`config.mk`:
```
export PLATFORM = sky130hd
export DESIGN_NAME = sdram_cmd_seq
export DESIGN_NICKNAME = d
export VERILOG_FILES = /design/src/rtl/sdram_seq_pkg.sv /design/src/rtl/sdram_gap_counter.sv /design/src/rtl/sdram_refresh_timer.sv /design/src/rtl/sdram_cmd_seq.sv
export SDC_FILE = /design/constraint.sdc
export NUM_CORES = 1
export LEC_CHECK = 0
export CORE_MARGIN = 2
export CORE_UTILIZATION = 55
export DETAILED_ROUTE_END_ITERATION = 6
export DONT_BUFFER_PORTS = 1
export PLACE_DENSITY = 0.79
export SYNTH_ARGS = -nofsm -noshare
export SYNTH_HDL_FRONTEND = slang
export SYNTH_SLANG_ARGS = --single-unit
```
`constraint.sdc`:
```
create_clock -name clk -period 2.4 [get_ports clk]
set_clock_uncertainty 0.15 [all_clocks]
set_input_delay 0.48 -clock clk [delete_from_list [all_inputs] [get_ports clk]]
set_output_delay 0.48 -clock clk [all_outputs]
set_load 0.1 [all_outputs]
```
`src/rtl/sdram_seq_pkg.sv`:
```
package sdram_seq_pkg;

   // Fixed device geometry: 4 banks, 4,096 rows, 512 columns.
   localparam int BANK_W   = 2;
   localparam int ROW_W    = 12;
   localparam int COL_W    = 9;
   localparam int ADDR_W   = 12;
   localparam int AP_BIT   = 10;

   // Command code on {RAS#, CAS#, WE#} with chip select low.
   typedef enum logic [2:0] {
      CMD_LMR = 3'b000,
      CMD_REF = 3'b001,
      CMD_PRE = 3'b010,
      CMD_ACT = 3'b011,
      CMD_WR  = 3'b100,
      CMD_RD  = 3'b101,
      CMD_NOP = 3'b111
   } sd_cmd_e;

   typedef enum logic [1:0] {
      JOB_IDLE,
      JOB_REF,
      JOB_MODE,
      JOB_ACC
   } seq_job_e;

   typedef enum logic {
      STEP_ACT,
      STEP_RW
   } acc_step_e;

   typedef struct packed {
      logic              write;
      logic              autopre;
      logic [BANK_W-1:0] bank;
      logic [ROW_W-1:0]  row;
      logic [COL_W-1:0]  col;
   } acc_req_t;

endpackage

```
`src/rtl/sdram_gap_counter.sv`:
```
module sdram_gap_counter #(
   parameter int MAX_GAP = 16,
   localparam int CW = $clog2(MAX_GAP + 1)
) (
   input  logic          clk,
   input  logic          rst_n,
   input  logic          load,
   input  logic [CW-1:0] load_val,
   output logic          busy
);

   logic [CW-1:0] cnt_q;

   generate
      if (MAX_GAP < 1) begin : g_bad_gap
         $error("sdram_gap_counter: MAX_GAP must be at least 1");
      end
   endgenerate

   always_ff @(posedge clk or negedge rst_n) begin
      if (!rst_n)              cnt_q <= '0;
      else if (load)           cnt_q <= load_val;
      else if (cnt_q != '0)    cnt_q <= cnt_q - 1'b1;
   end

   assign busy = (cnt_q != '0);

   // Each NOP slot used up brings the next command one cycle nearer.
   assert_gap_countdown_R5: assert property (@(posedge clk) disable iff (!rst_n)
      (busy && !load) |=> (cnt_q == $past(cnt_q) - 1'b1));

endmodule

```
`src/rtl/sdram_refresh_timer.sv`:
```
module sdram_refresh_timer #(
   parameter int INTERVAL = 1562,
   localparam int TW = $clog2(INTERVAL)
) (
   input  logic clk,
   input  logic rst_n,
   input  logic ack,
   output logic pending
);

   logic [TW-1:0] tmr_q;
   logic          tick;

   generate
      if (INTERVAL < 2) begin : g_bad_interval
         $error("sdram_refresh_timer: INTERVAL must be at least 2");
      end
   endgenerate

   assign tick = (tmr_q == TW'(INTERVAL - 1));

   always_ff @(posedge clk or negedge rst_n) begin
      if (!rst_n) begin
         tmr_q   <= '0;
         pending <= 1'b0;
      end else begin
         tmr_q   <= tick ? '0 : tmr_q + 1'b1;
         pending <= (pending & ~ack) | tick;
      end
   end

   // A served demand disappears unless a new interval ends in the same cycle.
   assert_refresh_served_R6: assert property (@(posedge clk) disable iff (!rst_n)
      (ack && !tick) |=> !pending);

endmodule

```
`src/rtl/sdram_cmd_seq.sv`:
```
module sdram_cmd_seq
   import sdram_seq_pkg::*;
#(
   parameter int CLK_MHZ      = 100,
   parameter int T_RCD        = 3,
   parameter int T_RP         = 3,
   parameter int T_RFC        = 8,
   parameter int T_MRD        = 2,
   parameter int T_RW         = 6,
   parameter int REF_INTERVAL = CLK_MHZ * 15625 / 1000
) (
   input  logic                 clk,
   input  logic                 rst_n,
   input  logic                 req_valid,
   input  logic                 req_write,
   input  logic                 req_autopre,
   input  logic [BANK_W-1:0]    req_bank,
   input  logic [ROW_W-1:0]     req_row,
   input  logic [COL_W-1:0]     req_col,
   output logic                 req_ready,
   input  logic                 mode_req,
   input  logic [2:0]           mode_burst,
   input  logic                 mode_interleave,
   input  logic [2:0]           mode_cas,
   input  logic                 mode_single_wr,
   output logic                 mode_ack,
   output logic                 sd_cs_n,
   output logic                 sd_ras_n,
   output logic                 sd_cas_n,
   output logic                 sd_we_n,
   output logic [BANK_W-1:0]    sd_ba,
   output logic [ADDR_W-1:0]    sd_addr
);

   localparam int MAX_T = (T_RFC > T_RW) ? ((T_RFC > T_RCD) ? T_RFC : T_RCD)
                                         : ((T_RW  > T_RCD) ? T_RW  : T_RCD);
   localparam int MAX_G = (MAX_T > T_RP) ? ((MAX_T > T_MRD) ? MAX_T : T_MRD)
                                         : ((T_RP  > T_MRD) ? T_RP  : T_MRD);
   localparam int CW    = $clog2(MAX_G + 1);

   generate
      if (T_RCD < 1 || T_RP < 1 || T_RFC < 1 || T_MRD < 1 || T_RW < 1) begin : g_bad_t
         $error("sdram_cmd_seq: every timing parameter must be at least one cycle");
      end
      if (MAX_G > 200) begin : g_big_t
         $error("sdram_cmd_seq: timing parameters above 200 cycles are not supported");
      end
      if (CLK_MHZ < 1) begin : g_bad_clk
         $error("sdram_cmd_seq: CLK_MHZ must be positive");
      end
   endgenerate

   seq_job_e           job_q, job_d;
   acc_step_e          step_q, step_d;
   acc_req_t           lat_q, lat_d;
   logic [ADDR_W-1:0]  mword_q, mword_d;
   logic               open_q, open_d;
   logic               wait_busy, load, ref_pend, ref_ack, idle;
   logic [CW-1:0]      load_val;
   sd_cmd_e            cmd_d;
   logic [BANK_W-1:0]  ba_d;
   logic [ADDR_W-1:0]  addr_d;
   logic               cs_q;
   sd_cmd_e            cmd_q;

   sdram_refresh_timer #(.INTERVAL(REF_INTERVAL)) u_ref (
      .clk(clk), .rst_n(rst_n), .ack(ref_ack), .pending(ref_pend));

   sdram_gap_counter #(.MAX_GAP(MAX_G)) u_gap (
      .clk(clk), .rst_n(rst_n), .load(load), .load_val(load_val), .busy(wait_busy));

   assign idle      = (job_q == JOB_IDLE) && !wait_busy;
   assign req_ready = idle && !ref_pend && !mode_req;
   assign mode_ack  = idle && !ref_pend && mode_req;

   always_comb begin
      job_d    = job_q;
      step_d   = step_q;
      lat_d    = lat_q;
      mword_d  = mword_q;
      open_d   = open_q;
      cmd_d    = CMD_NOP;
      ba_d     = '0;
      addr_d   = '0;
      load     = 1'b0;
      load_val = '0;
      ref_ack  = 1'b0;
      if (!wait_busy) begin
         unique case (job_q)
            JOB_IDLE: begin
               if (ref_pend || mode_req) begin
                  cmd_d          = CMD_PRE;
                  addr_d[AP_BIT] = 1'b1;
                  load           = 1'b1;
                  load_val       = CW'(T_RP - 1);
                  open_d         = 1'b0;
                  job_d          = ref_pend ? JOB_REF : JOB_MODE;
                  if (!ref_pend)
                     mword_d = {2'b00, mode_single_wr, 2'b00, mode_cas, mode_interleave, mode_burst};
               end else if (req_valid) begin
                  lat_d = '{write: req_write, autopre: req_autopre, bank: req_bank,
                            row: req_row, col: req_col};
                  job_d = JOB_ACC;
                  load  = 1'b1;
                  if (open_q) begin
                     cmd_d          = CMD_PRE;
                     addr_d[AP_BIT] = 1'b1;
                     load_val       = CW'(T_RP - 1);
                     open_d         = 1'b0;
                     step_d         = STEP_ACT;
                  end else begin
                     cmd_d    = CMD_ACT;
                     ba_d     = req_bank;
                     addr_d   = req_row;
                     load_val = CW'(T_RCD - 1);
                     step_d   = STEP_RW;
                  end
               end
            end
            JOB_REF: begin
               cmd_d    = CMD_REF;
               ref_ack  = 1'b1;
               load     = 1'b1;
               load_val = CW'(T_RFC - 1);
               job_d    = JOB_IDLE;
            end
            JOB_MODE: begin
               cmd_d    = CMD_LMR;
               addr_d   = mword_q;
               load     = 1'b1;
               load_val = CW'(T_MRD - 1);
               job_d    = JOB_IDLE;
            end
            JOB_ACC: begin
               load = 1'b1;
               ba_d = lat_q.bank;
               if (step_q == STEP_ACT) begin
                  cmd_d    = CMD_ACT;
                  addr_d   = lat_q.row;
                  load_val = CW'(T_RCD - 1);
                  step_d   = STEP_RW;
               end else begin
                  cmd_d          = lat_q.write ? CMD_WR : CMD_RD;
                  addr_d         = ADDR_W'(lat_q.col);
                  addr_d[AP_BIT] = lat_q.autopre;
                  load_val       = CW'(T_RW - 1);
                  open_d         = !lat_q.autopre;
                  job_d          = JOB_IDLE;
               end
            end
            default: job_d = JOB_IDLE;
         endcase
      end
   end

   always_ff @(posedge clk or negedge rst_n) begin
      if (!rst_n) begin
         job_q   <= JOB_IDLE;
         step_q  <= STEP_ACT;
         lat_q   <= '0;
         mword_q <= '0;
         open_q  <= 1'b0;
         cs_q    <= 1'b1;
         cmd_q   <= CMD_NOP;
         sd_ba   <= '0;
         sd_addr <= '0;
      end else begin
         job_q   <= job_d;
         step_q  <= step_d;
         lat_q   <= lat_d;
         mword_q <= mword_d;
         open_q  <= open_d;
         cs_q    <= 1'b0;
         cmd_q   <= cmd_d;
         sd_ba   <= ba_d;
         sd_addr <= addr_d;
      end
   end

   assign sd_cs_n                      = cs_q;
   assign {sd_ras_n, sd_cas_n, sd_we_n} = cmd_q;

   // ---------------- checker state built from the command pins ----------------
   logic       issued, seen_q;
   logic [2:0] last_q;
   logic [1:0] last_ba_q;
   logic [7:0] gap_q;
   logic [7:0] need_gap;

   assign issued = !sd_cs_n && ({sd_ras_n, sd_cas_n, sd_we_n} != 3'b111);

   always_comb begin
      unique case (last_q)
         3'b010:         need_gap = 8'(T_RP);
         3'b011:         need_gap = 8'(T_RCD);
         3'b100, 3'b101: need_gap = 8'(T_RW);
         3'b001:         need_gap = 8'(T_RFC);
         default:        need_gap = 8'(T_MRD);
      endcase
   end

   always_ff @(posedge clk or negedge rst_n) begin
      if (!rst_n) begin
         seen_q    <= 1'b0;
         last_q    <= 3'b111;
         last_ba_q <= '0;
         gap_q     <= '0;
      end else if (issued) begin
         seen_q    <= 1'b1;
         last_q    <= {sd_ras_n, sd_cas_n, sd_we_n};
         last_ba_q <= sd_ba;
         gap_q     <= 8'd1;
      end else if (gap_q != 8'hFF) begin
         gap_q     <= gap_q + 8'd1;
      end
   end

   assert_min_spacing_R5: assert property (@(posedge clk) disable iff (!rst_n)
      (issued && seen_q) |-> (gap_q >= need_gap));

   assert_rw_follows_act_R2: assert property (@(posedge clk) disable iff (!rst_n)
      (issued && sd_ras_n && !sd_cas_n) |->
         (last_q == 3'b011 && gap_q == 8'(T_RCD) && sd_ba == last_ba_q));

   assert_refresh_after_pre_R6: assert property (@(posedge clk) disable iff (!rst_n)
      (issued && {sd_ras_n, sd_cas_n, sd_we_n} == 3'b001) |->
         (last_q == 3'b010 && gap_q == 8'(T_RP)));

   assert_mode_reserved_R8: assert property (@(posedge clk) disable iff (!rst_n)
      (issued && {sd_ras_n, sd_cas_n, sd_we_n} == 3'b000) |->
         (sd_ba == '0 && sd_addr[11:10] == 2'b00 && sd_addr[8:7] == 2'b00));

   assert_refresh_first_R7: assert property (@(posedge clk) disable iff (!rst_n)
      ref_pend |-> (!req_ready && !mode_ack));

   assert_single_grant_R11: assert property (@(posedge clk) disable iff (!rst_n)
      $onehot0({req_ready && req_valid, mode_ack}));

endmodule

```
Word-level counts from Yosys, hierarchy flattened

Index checks and enable logic that the tools add are counted.

Reduce and logical (&&, ||, !) cells: 20
Multiplexer cells: 49
Bitwise gates (word level): 6
Add/sub/neg operators: 2
Equal/unequal tests: 8

Operators with widths:

| cell                                                               | count |
|---|---|
| 12-bit two-way mux                                                 | 3 |
| 12-bit one-hot mux with 3 select lines                             | 1 |
| 10-bit two-way mux                                                 | 2 |
| 2-bit two-way mux                                                  | 10 |
| 1-bit two-way mux                                                  | 17 |
| 4-bit one-hot mux with 4 select lines                              | 1 |
| 4-bit AND reduction                                                | 4 |
| 3-bit two-way mux                                                  | 5 |
| 4-bit two-way mux                                                  | 3 |
| 3-bit one-hot mux with 4 select lines                              | 1 |
| 11-bit by 1-bit adder with 11-bit output, second input constant    | 1 |
| 11-bit == test, second input constant                              | 1 |
| 11-bit two-way mux                                                 | 1 |
| 2-bit inequality test, second input constant                       | 3 |
| 1-bit one-hot mux with 2 select lines                              | 3 |
| 2-bit one-hot mux with 3 select lines                              | 1 |
| 2-bit == test, second input constant                               | 2 |
| 1-bit logical AND                                                  | 4 |
| 1-bit logical NOT                                                  | 4 |
| 1-bit NOT                                                          | 4 |
| 2-bit one-hot mux with 2 select lines                              | 1 |
| 2-bit nonzero test                                                 | 2 |
| 4-bit nonzero test                                                 | 1 |
| 4-bit by 1-bit subtractor with 4-bit output, second input constant | 1 |
| other kinds (9)                                                    | 9 |

Output and inout bits: 20
Bits of input ports: 37
Logic and storage cells: 101
Register bits: 71

Longest topological paths before layout

Gate-level depths: netlist of the first run.

Depth in word-level cells: 6
Depth in mapped cells: 6
Depth with buffers taken out: 5

Modules after synthesis

From an unflattened synthesis of the first run, not the netlist that was laid out.

Cells, all modules: 271
Area, all modules: 3,310.7 µm²

By module, submodules not included:

| module              | cells each | area an instance (µm²) | times used |
|---|---|---|---|
| sdram_cmd_seq       | 194        | 2,498.6                | 1 |
| sdram_refresh_timer | 51         | 560.5                  | 1 |
| sdram_gap_counter   | 26         | 251.5                  | 1 |

Worst setup path before layout of the first run

Ideal clock, no wire load.

Path type: reg2out
From: register u_gap.cnt_q[0]
To: output port req_ready
Data required time: 1.770 ns
Path slack: -2.630 ns
Arrival: 4.400 ns
Stages on the path, launching flop included: 6
Cell sequence: dfrtp_1 -> inv_1 -> ha_1 -> or3b_4 -> clkbuf_1 -> nor4b_1

Word-level cells in the longest chain between the ends: 5

Ends and longest elaborated chain:

| item                            | RTL line                | text |
|---|---|---|
| start, declared                 | sdram_gap_counter.sv:12 | `logic [CW-1:0] cnt_q;` |
| start signal, assigned          | sdram_gap_counter.sv:22 | `else if (load) cnt_q <= load_val;` |
| start signal, assigned          | sdram_gap_counter.sv:23 | `else if (cnt_q != '0) cnt_q <= cnt_q - 1'b1;` |
| 4-bit nonzero test              | sdram_gap_counter.sv:26 | `assign busy = (cnt_q != '0);` |
| 1-bit logical NOT               | --                      |  |
| 1-bit logical AND               | sdram_cmd_seq.sv:72     | `assign idle = (job_q == JOB_IDLE) && !wait_busy;` |
| 1-bit logical AND (2 in series) | sdram_cmd_seq.sv:73     | `assign req_ready = idle && !ref_pend && !mode_req;` |
| end, declared                   | sdram_cmd_seq.sv:20     | `output logic req_ready,` |

Every way passes these cells.

Worst setup path after layout of the first run

From: register u_gap.cnt_q[0]
To: output port mode_ack

Word-level cells in the longest chain between the ends: 5

Ends and longest elaborated chain:

| item                            | RTL line                | text |
|---|---|---|
| 4-bit nonzero test              | sdram_gap_counter.sv:26 |  |
| 1-bit logical NOT               | --                      |  |
| 1-bit logical AND               | sdram_cmd_seq.sv:72     |  |
| 1-bit logical AND (2 in series) | sdram_cmd_seq.sv:74     | `assign mode_ack = idle && !ref_pend && mode_req;` |
| end, declared                   | sdram_cmd_seq.sv:26     | `output logic mode_ack,` |

Every way passes these cells.

==> results of run 1 <==
[area by class of cell]
type	instances	area (um2)
clock buffers	12	135.1
clock inverters	4	48.80
fillers	403	1760
inverters	9	33.78
multi-input cells	173	1401
flip-flops and latches	71	1782
well taps	72	90.09
repair buffers	38	356.6
[metrics by stage]
step | total power [uW] | setup TNS [ps]
4_1_cts | 4365 | -347.4
2_1_floorplan | 2974 | -6156
3_5_place_dp | 3366 | 0
5_1_grt | 4637 | -493.5
6_report | 4397 | -316.4
3_3_place_gp | 3292 | 0
[final timing paths]
kind                            depth (start not counted)        endpoint            from  slack (ps)
max in group asynchronous                               2         sd_cs_n           rst_n        1250
min in group asynchronous                               2      mword_q[6]           rst_n         530
worst min-delay path                                    1      mword_q[2]   mode_burst[2]         130
worst max register to register                          8      mword_q[6]  u_gap.cnt_q[0]          70
worst min register to register                          1  u_ref.tmr_q[0]  u_ref.tmr_q[0]         340
worst max-delay path                                    6        mode_ack  u_gap.cnt_q[0]        -180
[cell usage in the layout (no fill, tap or decap), types with 3 or more instances in the layout]
cell | netlist | layout
a21oi_1 | 13 | 13
a22oi_1 | 8 | 8
a32oi_1 | 5 | 5
buf_4 | 0 | 32
clkbuf_1 | 9 | 3
clkbuf_8 | 0 | 9
dfrtp_1 | 67 | 67
dfstp_2 | 4 | 4
ha_1 | 9 | 8
inv_1 | 9 | 7
mux2_2 | 44 | 44
mux2i_1 | 4 | 4
nand2_1 | 10 | 10
nand2b_1 | 4 | 4
nand3_1 | 12 | 12
nor2_1 | 12 | 12
nor2b_1 | 3 | 3
nor3_1 | 9 | 9
o21ai_0 | 4 | 4
o31ai_1 | 3 | 3
or4_1 | 3 | 3
xnor2_1 | 3 | 3
xor2_1 | 5 | 5
[power by group]
part           switching (uW)  internal [uW]  total (uW)
clock                     436            480         915
combinational             797            758        1560
sequential                367           1560        1930
total                    1600           2800        4400
[per-layer routing]
metal	global-route usage [%]	share of wire, %
met3	8.090	7.6
met1	29.47	41
met2	39.75	50
met4	7.797	1.0
met5	0	0
[what timing repair did]
action,4_1_cts,5_1_grt
setup buffers,7,3
pin swaps,3,1
endpoints found under the setup margin,2,10
hold endpoints to repair,71,0
gates resized for setup,2,0
hold buffers,2,0
[worst max-delay path, cell delays in order, from the launching register on]
cell and delay [ps]:
dfrtp_1 390, inv_2 70, ha_4 120, or3b_4 410
nor4b_4 270, buf_6 160, buf_16 160
[logic make-up after synthesis]
group,count (synthesis)
other,1
AND/OR/NAND/NOR,66
adder cells (fa/ha/maj),9
buffers and inverters,21
AO/OA/AOI/OAI,41
XOR/XNOR,8
multiplexers,48
flip-flops,71
[flip-flops by register name, indices dropped and copies added (netlist names)]
name,flops
step_q,1
u_ref.tmr_q,11
sd_addr,12
sd_cs_n,1
u_gap.cnt_q,4
lat_q,25
cmd_q,3
open_q,1
job_q,2
sd_ba,2
u_ref.pending,1
mword_q,8
[cell usage after synthesis (2+ instances only)]
cell / n
buf_2: 2
nor2b_1: 3
nand2_1: 10
xor2_1: 5
mux2_2: 44
o21ai_0: 4
nor2_1: 12
or4_1: 3
o31ai_1: 3
xnor2_1: 3
a21oi_1: 13
nand2b_1: 4
a22oi_1: 8
a21o_1: 2
nor3_1: 9
mux2i_1: 4
nor4b_1: 2
nand3_1: 12
dfrtp_1: 67
ha_1: 9
clkbuf_1: 9
inv_1: 9
a32oi_1: 5
dfstp_2: 4
==> metrics, run 1 <==
xor/xnor share of the synthesized area 2.165%; cells after synthesis 265; critical-path maximum fanout 4; final hold violations 0; vias per inst 5.913; TritonCTS Buffers 9; DRC violations left 0; post-synthesis sequential area ratio 55.04%; DP HPWL 4627 um; layout cells sized above 1 34.53%; Hold WS 125.7 ps; RSZ-0062 raised after global routing yes; die width 80.72 um; most common flop cell mapped by yosys dfrtp_1; area of placed instances 0.003555 mm2; Final Non-Filler Cells 379; Synth Area in Compound Gates 8.427%; die footprint 0.006515 mm2; fin crit period 2583 ps; EDFF count, synth 0; CP Data Required Time 1770 ps; Area contributors post-synth dfrtp_1 (52%), mux2_2 (15%), ha_1 (3.5%), dfstp_2 (3.2%), a21oi_1 (2.0%); startpoint types flop; FFs w/ async S/R, synth 100.0%; Synth Area in Simple Gates 11.71%; Avg Cell Area, Syn 12.21 um2; DRT iter0 DRCs 130; antenna diode count 0; chip height 80.72 um; Layout Nets 348; clk slew on worst S/H paths 80 ps; DR vias 2241; final setup fails 2; TritonCTS Sinks 71; root buffer cell clkbuf_8; initial antenna violation count 0; Post-Place Worst Slack 62.45 ps; Hold Path Class in2reg; fin. max-slew vios 0; drt first pass iters 5; mapped cell area 0.003237 mm2; mux share of post-synthesis cell area 16.54%; largest net degree at the start of global routing 72; GP Congestion 0.8801; Worst-Skew Late Latency 350 ps; Pleak 0.001720 uW; Arr. time, crit path 1950 ps; Synth Register Bits 71; Synth cell types 43; share of the synthesized area in the top cell type 51.80%; wire per inst 18.47 um; outcome finished, violations left; Routed WL 7001 um; final core occ 68.61%; placed insts 352; leading area contributor after synthesis dfrtp_1; Core Region 0.005608 mm2; achievable frequency 387.1 MHz; crit path kind reg2out; total track usage 23.93%; port buffer count 0; Period Utilization, post-route 107.6%; Synth warnings 0; slew at the pin closest to its max-slew limit 581.4 ps; failing checks negative setup slack; vias in the first global route 2260; Area Overhead vs Synth 18.86%; first-pass GRT wire length 11410 um; max cap viols 0; CP endpoint kind primary output; maximum buffer depth of the clock tree 2; pwr/cell area 1143 mW/mm2; peak supply drop 614.2 uV; CTS tree done; H-Tree Depth 3; design area 0.003847 mm2; Initial Utilization 57.72%; Post-Synth Adder-Cell Area 3.479%; IO Pins 57; post-route ant nets 0; final worst slack -183.5 ps; main combinational cell family by area after synthesis multiplexers; total grt overflow 0; # rows 27; syn_nets 311; Slew HR 61.24%
(Power assumes the default switching activity.)
==> run 2, diff against run 1 <==
- CTS_BUF_LIST: unset -> sky130_fd_sc_hd__clkbuf_4 sky130_fd_sc_hd__clkbuf_8
==> metrics, run 2 (same netlist as run 1, synthesis figures left out) <==
DP HPWL 4627 um; # rows 27; TritonCTS Buffers 9; crit path cell chain inv_2 -> ha_4 -> or3b_4 -> nor4b_4 -> buf_6 -> buf_16; Slew HR 59.85%; wire per inst 18.62 um; chip height 80.72 um; pwr/cell area 1149 mW/mm2; max cap viols 0; drt first pass iters 4; DR vias 2217; Pleak 0.001735 uW; fin crit period 2584 ps; GP Congestion 0.8801; IO Pins 57; Routed WL 7056 um; Core Region 0.005608 mm2; Hold WS 123.9 ps; first-pass GRT wire length 11430 um; Critical Path Stages 6; Hold Path Class in2reg; Largest register FFs 25; most frequent cells in the layout dfrtp_1 (67), mux2_2 (43), buf_4 (31); Layout Nets 348; final setup fails 2; maximum buffer depth of the clock tree 2; root buffer cell clkbuf_8; port buffer count 0; outcome finished, violations left; Fin Setup TNS -318.1 ps; achievable frequency 387.0 MHz; Initial Utilization 57.72%; crit path kind reg2out; Hold Path Depth 1; area of placed instances 0.003555 mm2; die footprint 0.006515 mm2; DRT iter0 DRCs 176; RSZ-0062 raised after global routing yes; Post-Place Worst Slack 62.45 ps; clk slew on worst S/H paths 80 ps; antenna diode count 0; total grt overflow 0; post-route ant nets 0; die width 80.72 um; fillcell total 394; FF-to-FF path depth 8; final worst slack -183.8 ps; CP max stage delay 410 ps; most flop-heavy register lat_q; commonest non-fill, non-tap cell in the layout dfrtp_1; Period Utilization, post-route 107.7%; family with the most delay on the worst path simple AND/OR/NAND/NOR gates; top flop regs lat_q x25, sd_addr x12, u_ref.tmr_q x11; slowest CP cell or3b_4; CP Data Required Time 1770 ps; Area Overhead vs Synth 19.56%; CP endpoint kind primary output; vias in the first global route 2266; startpoint types flop; total track usage 23.98%; critical-path maximum fanout 4; initial antenna violation count 0; CTS tree done; slew at the pin closest to its max-slew limit 602.3 ps; vias per inst 5.850; Arr. time, crit path 1950 ps; critical path buffer and inverter count 3; placed insts 352; TritonCTS Sinks 71; largest net degree at the start of global routing 72; layout cells sized above 1 35.50%; DRC violations left 0; peak supply drop 613.9 uV; design area 0.003870 mm2; Final Non-Filler Cells 379; H-Tree Depth 3; fin. max-slew vios 0; failing checks negative setup slack; final hold violations 0; Worst-Skew Late Latency 350 ps
## run 2: layout make-up
class	count	area, um2	area share, %
Timing Repair Buffer	38	364.1	9.408
Tap cell	72	90.09	2.328
Clock inverter	4	48.80	1.261
Inverter	9	33.78	0.8729
Clock buffer	12	146.4	3.783
Sequential cell	71	1782	46.04
Multi-Input combinational cell	173	1405	36.31
## run 2: worst paths after layout
check | from | endpoint | slack [ps]
max reg2reg | u_gap.cnt_q[0] | mword_q[4] | 110
max | u_gap.cnt_q[0] | mode_ack | -180
min | req_col[2] | lat_q[2] | 120
min in group asynchronous | rst_n | mword_q[6] | 520
max in group asynchronous | rst_n | sd_cs_n | 1250
min reg2reg | u_ref.tmr_q[0] | u_ref.tmr_q[0] | 340
## run 2: report_power, final
part / switching [uW] / total [uW] / internal (uW) / leakage (uW)
Clock: 440 / 954 / 514 / 0.000105
Sequential: 369 / 1930 / 1560 / 0.000908
Combinational: 800 / 1570 / 765 / 0.000722
## run 2: per-stage QoR
step                      util, %  power, uW
after floorplan                 -       2974
after global placement      63.39       3292
after detailed placement    63.39       3366
after CTS                   68.61       4401
after global routing        69.01       4679
final                       69.01       4447
## run 2: routing by layer
layer  wire, um  GRT usage [%]
met3        485          8.090
met4         43          7.797
met2       3505          40.08
met1       3021          29.34
met5          0              0
## run 2: what timing repair did
action,CTS,global route
endpoints found under the setup margin,2,10
hold buffers,2,0
cloned,0,0
endpoints found under the hold margin,71,0
buffers inserted,7,4
gates resized for setup,2,2
pin swaps,3,1
